--- config.mk ---
export PLATFORM = sky130hd
export DESIGN_NAME = startup_seq
export DESIGN_NICKNAME = d
export VERILOG_FILES = /design/src/rtl/startup_seq_pkg.sv /design/src/rtl/seq_rst_sync.sv /design/src/rtl/seq_delay_cnt.sv /design/src/rtl/seq_cfg_capture.sv /design/src/rtl/startup_seq.sv
export SDC_FILE = /design/constraint.sdc
export NUM_CORES = 1
export LEC_CHECK = 0
export ABC_AREA = 1
export ABC_CLOCK_PERIOD_IN_PS = 1100
export BUFFER_PORTS_ARGS = -buffer_cell sky130_fd_sc_hd__buf_2
export CORE_MARGIN = 5
export CORE_UTILIZATION = 35
export DETAILED_ROUTE_END_ITERATION = 8
export PLACE_DENSITY = 0.48
export SLEW_MARGIN = 20
export SYNTH_ARGS = -nofsm -noshare
export SYNTH_HDL_FRONTEND = slang
export SYNTH_SLANG_ARGS = --single-unit
--- constraint.sdc ---
create_clock -name clk_sys -period 1.1 [get_ports clk_sys]
set_input_delay 0.11 -clock clk_sys [delete_from_list [all_inputs] [get_ports clk_sys]]
set_output_delay 0.11 -clock clk_sys [all_outputs]
set_load 0.05 [all_outputs]
--- src/rtl/startup_seq_pkg.sv ---
package startup_seq_pkg;
  typedef enum logic [1:0] {
    SEQ_HOLD = 2'd0,
    SEQ_MUTE = 2'd1,
    SEQ_RUN  = 2'd2
  } seq_state_t;
endpackage

--- src/rtl/seq_rst_sync.sv ---
// Combines the reset sources: assertion is asynchronous, release passes
// through STAGES flops of the system clock.
module seq_rst_sync #(
  parameter int STAGES = 2
) (
  input  logic clk,
  input  logic src_ok,
  output logic rst_n_sync
);
  logic [STAGES-1:0] chain;

  for (genvar g = 0; g < STAGES; g++) begin : g_stage
    if (g == 0) begin : g_first
      always_ff @(posedge clk or negedge src_ok) begin
        if (!src_ok) chain[g] <= 1'b0;
        else         chain[g] <= 1'b1;
      end
    end else begin : g_next
      always_ff @(posedge clk or negedge src_ok) begin
        if (!src_ok) chain[g] <= 1'b0;
        else         chain[g] <= chain[g-1];
      end
    end
  end

  assign rst_n_sync = chain[STAGES-1];

  AST_SYNC_ORDER: assert property (@(posedge clk) disable iff (!src_ok)
    $rose(rst_n_sync) |-> $past(chain[0])) else $error("release skipped stages");
endmodule

--- src/rtl/seq_delay_cnt.sv ---
// Counts enabled advances while run is high; done pulses on the LIMIT-th.
module seq_delay_cnt #(
  parameter int LIMIT = 1024
) (
  input  logic clk,
  input  logic rst_n,
  input  logic run,
  input  logic adv,
  output logic done
);
  localparam int CW = (LIMIT > 1) ? $clog2(LIMIT) : 1;
  localparam logic [CW-1:0] LAST = CW'(LIMIT - 1);

  logic [CW-1:0] cnt;

  assign done = run && adv && (cnt == LAST);

  always_ff @(posedge clk or negedge rst_n) begin
    if (!rst_n)       cnt <= '0;
    else if (!run)    cnt <= '0;
    else if (adv)     cnt <= done ? '0 : cnt + 1'b1;
  end

  AST_CNT_BOUND: assert property (@(posedge clk) disable iff (!rst_n)
    cnt <= LAST) else $error("counter beyond limit");
  AST_CNT_IDLE: assert property (@(posedge clk) disable iff (!rst_n)
    !$past(run) |-> cnt == '0) else $error("counter not cleared");
endmodule

--- src/rtl/seq_cfg_capture.sv ---
// Captures the configuration pins once after reset release.
module seq_cfg_capture #(
  parameter int W = 4
) (
  input  logic         clk,
  input  logic         rst_n,
  input  logic [W-1:0] pins,
  output logic [W-1:0] cfg
);
  logic taken;

  always_ff @(posedge clk or negedge rst_n) begin
    if (!rst_n) begin
      taken <= 1'b0;
      cfg   <= '0;
    end else if (!taken) begin
      taken <= 1'b1;
      cfg   <= pins;
    end
  end

  AST_CFG_HELD: assert property (@(posedge clk) disable iff (!rst_n)
    $past(taken) |-> $stable(cfg)) else $error("config changed after capture");
endmodule

--- src/rtl/startup_seq.sv ---
module startup_seq
  import startup_seq_pkg::*;
#(
  parameter int SYNC_STAGES  = 2,
  parameter int HOLD_CYCLES  = 1024,
  parameter int MUTE_SAMPLES = 18436,
  parameter int MODE_W       = 2,
  parameter int FMT_W        = 2
) (
  input  logic              clk_sys,
  input  logic              pwr_good,
  input  logic              rst_pin_n,
  input  logic              smp_tick,
  input  logic [MODE_W-1:0] mode_pins,
  input  logic [FMT_W-1:0]  fmt_pins,
  output logic              core_rst,
  output logic              zero_force,
  output logic              data_valid,
  output logic [MODE_W-1:0] cfg_mode,
  output logic [FMT_W-1:0]  cfg_fmt
);
  localparam int CFG_W = MODE_W + FMT_W;

  logic             src_ok;
  logic             rst_n_sync;
  logic             hold_done;
  logic             mute_done;
  logic [CFG_W-1:0] cfg_all;
  seq_state_t       state, state_nx;

  assign src_ok = pwr_good & rst_pin_n;

  seq_rst_sync #(.STAGES(SYNC_STAGES)) u_sync (
    .clk        (clk_sys),
    .src_ok     (src_ok),
    .rst_n_sync (rst_n_sync)
  );

  seq_delay_cnt #(.LIMIT(HOLD_CYCLES)) u_hold (
    .clk   (clk_sys),
    .rst_n (rst_n_sync),
    .run   (state == SEQ_HOLD),
    .adv   (1'b1),
    .done  (hold_done)
  );

  seq_delay_cnt #(.LIMIT(MUTE_SAMPLES)) u_mute (
    .clk   (clk_sys),
    .rst_n (rst_n_sync),
    .run   (state == SEQ_MUTE),
    .adv   (smp_tick),
    .done  (mute_done)
  );

  seq_cfg_capture #(.W(CFG_W)) u_cfg (
    .clk   (clk_sys),
    .rst_n (rst_n_sync),
    .pins  ({mode_pins, fmt_pins}),
    .cfg   (cfg_all)
  );

  always_comb begin
    state_nx = state;
    unique case (state)
      SEQ_HOLD: if (hold_done) state_nx = SEQ_MUTE;
      SEQ_MUTE: if (mute_done) state_nx = SEQ_RUN;
      SEQ_RUN:  state_nx = SEQ_RUN;
      default:  state_nx = SEQ_HOLD;
    endcase
  end

  always_ff @(posedge clk_sys or negedge rst_n_sync) begin
    if (!rst_n_sync) state <= SEQ_HOLD;
    else             state <= state_nx;
  end

  assign core_rst   = (state == SEQ_HOLD);
  assign zero_force = (state != SEQ_RUN);
  assign data_valid = (state == SEQ_RUN);
  assign cfg_mode   = cfg_all[CFG_W-1:FMT_W];
  assign cfg_fmt    = cfg_all[FMT_W-1:0];

  AST_HOLD_EXIT: assert property (@(posedge clk_sys) disable iff (!rst_n_sync)
    $fell(core_rst) |-> $past(hold_done)) else $error("hold left early");
  AST_VALID_BY_TICK: assert property (@(posedge clk_sys) disable iff (!rst_n_sync)
    $rose(data_valid) |-> $past(smp_tick) && !$past(core_rst)) else $error("valid without tick");
  AST_RUN_STICKY: assert property (@(posedge clk_sys) disable iff (!rst_n_sync)
    data_valid |=> data_valid) else $error("valid dropped without restart");
  AST_MUTE_AFTER_HOLD: assert property (@(posedge clk_sys) disable iff (!rst_n_sync)
    $fell(core_rst) |-> zero_force) else $error("unmuted at reset exit");
endmodule

### Yosys cells after proc, flatten, opt, wreduce, memory -nomap -nowiden

Index checks and enable logic that the tools add are counted.

| storage, ports and cells | value |
|---|---|
| register bits | 34 |
| output and inout bits | 7 |
| word-level logic and storage cells | 31 |

| cells by class | value |
|---|---|
| $add $sub $neg | 2 |
| equal/unequal tests | 8 |
| multiplexer cells | 8 |
| bitwise logic cells | 1 |
| reductions and logical operators | 5 |

Operators with widths:

| kind | count |
|---|---|
| 15-bit two-way mux | 3 |
| 10-bit two-way mux | 2 |
| 15-bit by 1-bit adder with 15-bit output (second input constant) | 1 |
| 15-bit equality test (second input constant) | 1 |
| 10-bit by 1-bit adder with 10-bit output (second input constant) | 1 |
| 10-bit equality test (second input constant) | 1 |
| 2-bit != test (second input constant) | 4 |
| 2-bit case mux with 3 select lines | 1 |
| 2-bit two-way mux | 2 |
| 1-bit logical AND | 3 |
| 2-bit by 1-bit equality test with 1-bit output (second input constant) | 1 |
| 2-bit equality test (second input constant) | 1 |
| 2-bit logical NOT | 1 |
| 2-bit AND reduction | 1 |
| 1-bit bitwise AND | 1 |

### Logic depth before layout (Yosys ltp)

| depth | value |
|---|---|
| depth after elaboration | 6 |
| depth in mapped cells | 9 |

### Modules after synthesis

Synthesis repeated with hierarchy kept, for this count alone.

| unflattened totals | value |
|---|---|
| cell total of the unflattened synthesis | 272 |
| area, all modules | 2026.9 um2 |

Modules (own cells, without submodules):

| module | times used | cells each | area each (um2) |
|---|---|---|---|
| seq_delay_cnt at u_mute | 1 | 139 | 998.5 |
| seq_delay_cnt at u_hold | 1 | 89 | 630.6 |
| seq_cfg_capture | 1 | 19 | 177.7 |
| startup_seq | 1 | 22 | 166.4 |
| seq_rst_sync | 1 | 3 | 53.8 |

### Least setup slack after synthesis

OpenSTA, ideal clock, no wires.

| timing path | value |
|---|---|
| path type | register -> register |
| start | register state[0] |
| end | register state[0] |
| setup time | 0.119 ns |
| arrival | 1.346 ns |
| slack | -0.364 ns |
| cell stages (with the launch flop) | 6 |
| path buffers | 0 |
| period minus slack after synthesis | 1.464 ns |
| cell sequence | dfrtp_1 -> inv_1 -> ha_1 -> nand2_2 -> nand3_1 -> nand2_1 |

| on the way | value |
|---|---|
| elaborated cells between the ends (all ways) | 10 |
| those cells by class | 4 x eq/ne; 1 x mux; 5 x reduce/logical |

RTL lines:

| what | RTL line | source |
|---|---|---|
| from (decl) | startup_seq.sv:29 | `seq_state_t state, state_nx;` |
| from (signal assigned) | startup_seq.sv:74 | `else state <= state_nx;` |
| 2-bit logical NOT (*) | -- |  |
| named net core_rst | startup_seq.sv:16 | `output logic core_rst,` |
| 1-bit logical AND | seq_delay_cnt.sv:16 | `assign done = run && adv && (cnt == LAST);` |
| 2-bit != test (no source line) | -- |  |
| 2-bit AND reduction (no source line) | -- |  |

The timed path passes the listed nets; every way through them passes the cells marked *.
A chain may end at the register's enable or synchronous reset.

### Worst setup path after layout

| timing path | value |
|---|---|
| start | register u_mute.cnt[0] |
| end | register state[0] |

| on the way | value |
|---|---|
| word-level cells in the longest chain between the ends | 4 |

Ends and longest elaborated chain:

| what | RTL line | source |
|---|---|---|
| from (decl) | seq_delay_cnt.sv:14 | `logic [CW-1:0] cnt;` |
| from (signal assigned) | seq_delay_cnt.sv:21 | `else if (adv) cnt <= done ? '0 : cnt + 1'b1;` |
| 15-bit equality test | seq_delay_cnt.sv:16 |  |
| 1-bit logical AND | seq_delay_cnt.sv:16 |  |
| 2-bit != test (no source line) | -- |  |
| 2-bit AND reduction (no source line) | -- |  |

No other way between the ends.

==> results.cfg <==
[placed_design]
gp_congestion = 0.833
dp_slack_ns = -0.271
dp_hpwl_um = 3100
port_buffers = 14

[job]
cap_violations = 0

[final_layout]
multiInputGateArea_um2 = 1170
nFillCells = 465
drive_gt1_frac = 0.518
regArea_um2 = 852
num-nets-final = 313
syn_to_final_growth_pct = 67.8
diodes = 0

[clocking]
cts_tree = built
clk_latency_ns = 0.28
clock_sinks = 34
htree_levels = 2
cts_buffers = 5
cts_root_buf = clkbuf_8
cts.clk_slew.worst_paths_ns = 0.07
clock_path_buffers = 2

[min_path]
hold_end = u_cfg.cfg[3]
hp-start = mode_pins[1]
min_path_cells = 2
min_path_type = input pin to register

[yosys]
yosysWarningCount = 0
synthArstFlopShare = 1.00
netlist_area_um2 = 1780
synth_most_common_cell = nand2_1
yosysSeqAreaShare = 0.478
netlist_instances = 219
synth.avg_cell_area_um2 = 8.13
ys_ff_latch = 34
yosysTopAreaCell = dfrtp_1
synth_edf_count = 0
synth_area_leaders = dfrtp_1 (48%), nand2_1 (10%), nor2_1 (8.2%), inv_1 (5.5%), nand3_1 (3.9%)
synth_cell_types = 24
netlist.area_leader.share = 0.478
yosys-top-cells-count = nand2_1 (49), nor2_1 (39), dfrtp_1 (34)
ys.flop_type = dfrtp_1

[global_routing]
grt_pass1_vias = 1758
track_usage = 0.154
grt_max_degree = 23
antenna_found_initial = 0
grt_overflow = 0
grt_pass1_wl_um = 7800

[setup_path]
rrSetupSlack_ns = -0.24
reg2reg_depth = 8
path_max_fanout = 5
worstPathArrival_ns = 1.52
r2r-end = state[0]
reg2reg_from = u_mute.cnt[0]
cp-start-kind = register
worstSetupPathType = register to register
endpoint_kind = register
cp_data_required_time_ns = 1.27

[floorplanning]
core_area_um2 = 5010
num_rows = 26
die_h_um = 81.3
die_x_um = 81.3
die_area_um2 = 6610
io_pins = 15
initial_core_util = 0.355

[run_status]
run_status = finished with violations
violations = negative setup slack

[sta]
max_freq_mhz = 745
tns_ns = -5.32
hold_viol_final = 0
slew_violations = 0
setup_viol = 30
timing.final.crit_share = 1.22
worst_slack_ns = -0.243
rsz0062_at_grt = yes
fin_crit_ns = 1.34
finalClockSkew_ns = 0.00869

[routing]
wl_per_cell_um = 12.9
drt_wl_total_um = 4790
via_per_inst = 4.64
postRouteAntennaNets = 0
drt_iter0_drc = 43
num_vias = 1722
dr.pass1.iters = 4
drc = 0

[power]
leakagePower_uw = 0.00140
power_density_nw_per_um2 = 1390
vdd_drop_max_uv = 981
==> layer usage <==
layer	vias up	track usage	part of all wire
li1	862	-	-
met1	827	0.178	0.41
met2	23	0.274	0.54
met3	10	0.0355	0.027
met4	0	0.0591	0.027
met5	-	0	0
==> cell usage in the layout (no fill, tap or decap), types with 7 or more instances in the layout <==
cell type / instances
buf_4: 41
nand2_2: 12
buf_6: 15
nor2_1: 25
dfrtp_1: 33
nor2_4: 13
buf_2: 11
nand2_1: 37
nand3_1: 7
inv_1: 20
nand4_1: 7
==> what timing repair did <==
action | in CTS | in global routing
hold endpoints to repair | 2 | 0
hold buffers | 2 | 0
setup endpoints to repair | 30 | 30
gates cloned | 1 | 0
pin swaps | 22 | 23
gates resized for setup | 66 | 34
setup buffers | 8 | 11
==> logic make-up after synthesis <==
| family | after synthesis | synth area share |
|---|---|---|
| xor gates and xnor gates | 3 | 0.0148 |
| and+or+nand+nor | 131 | 0.350 |
| other | 1 | 0.00211 |
| DFF | 34 | 0.478 |
| AOI/OAI and AO/OA | 11 | 0.0316 |
| buffers and inverters | 30 | 0.0632 |
| muxes | 4 | 0.0253 |
| adders and majority gates | 5 | 0.0351 |
==> metrics by stage <==
step	utilization	hold WS (ns)	cells	total power [uW]	cell area, um^2
after floorplan	-	-0.112	220	2010	1840
after global placement	0.461	-0.0189	343	2410	2310
after detailed placement	0.461	-0.0185	343	2420	2310
after CTS	0.552	0.0419	362	4080	2760
after global routing	0.596	0.0390	371	4370	2990
final	0.596	0.0549	371	4150	2990
==> critical path, cell delays in order (launching register included) <==
cell and delay (ns):
dfrtp_1 0.42, ha_4 0.20, nand3_2 0.08, nor2_2 0.12, nand2_2 0.10, nand2_4 0.15, nand2_2 0.07, nand2_1 0.06
nand2_1 0.04
==> state kept, by name, summed over array words and instances, names as in the netlist <==
signal             flops
u_mute.cnt            15
u_hold.cnt            10
u_cfg.cfg              4
state                  2
u_cfg.taken            1
u_sync.chain           1
u_sync.rst_n_sync      1
==> worst max-delay path by stage <==
stage | end | slack, ns | from | cells past startpoint
6_report | state[0] | -0.24 | u_mute.cnt[0] | 8
3_5_place_dp | u_mute.cnt[2] | -0.27 | u_mute.cnt[0] | 8
5_1_grt | state[1] | -0.31 | u_mute.cnt[0] | 8
2_1_floorplan | state[1] | -0.15 | u_hold.cnt[0] | 8
4_1_cts | u_hold.cnt[5] | -0.22 | u_hold.cnt[0] | 7
3_3_place_gp | u_mute.cnt[2] | -0.29 | u_mute.cnt[0] | 8
==> cell type report <==
class,instances,area share
multi-input cells,157,0.393
flip-flops and latches,34,0.285
repair buffers,72,0.203
inverters,30,0.0431
well taps,70,0.0293
clock buffers,5,0.0230
clock inverters,3,0.0230
==> report_power, final <==
| group | total (uW) | switching, uW | internal (uW) |
|---|---|---|---|
| registers | 1500 | 121 | 1380 |
| logic | 1250 | 680 | 573 |
| clock network | 1400 | 488 | 908 |
| total | 4150 | 1290 | 2860 |
No activity file was read; power rests on OpenSTA's default activity.
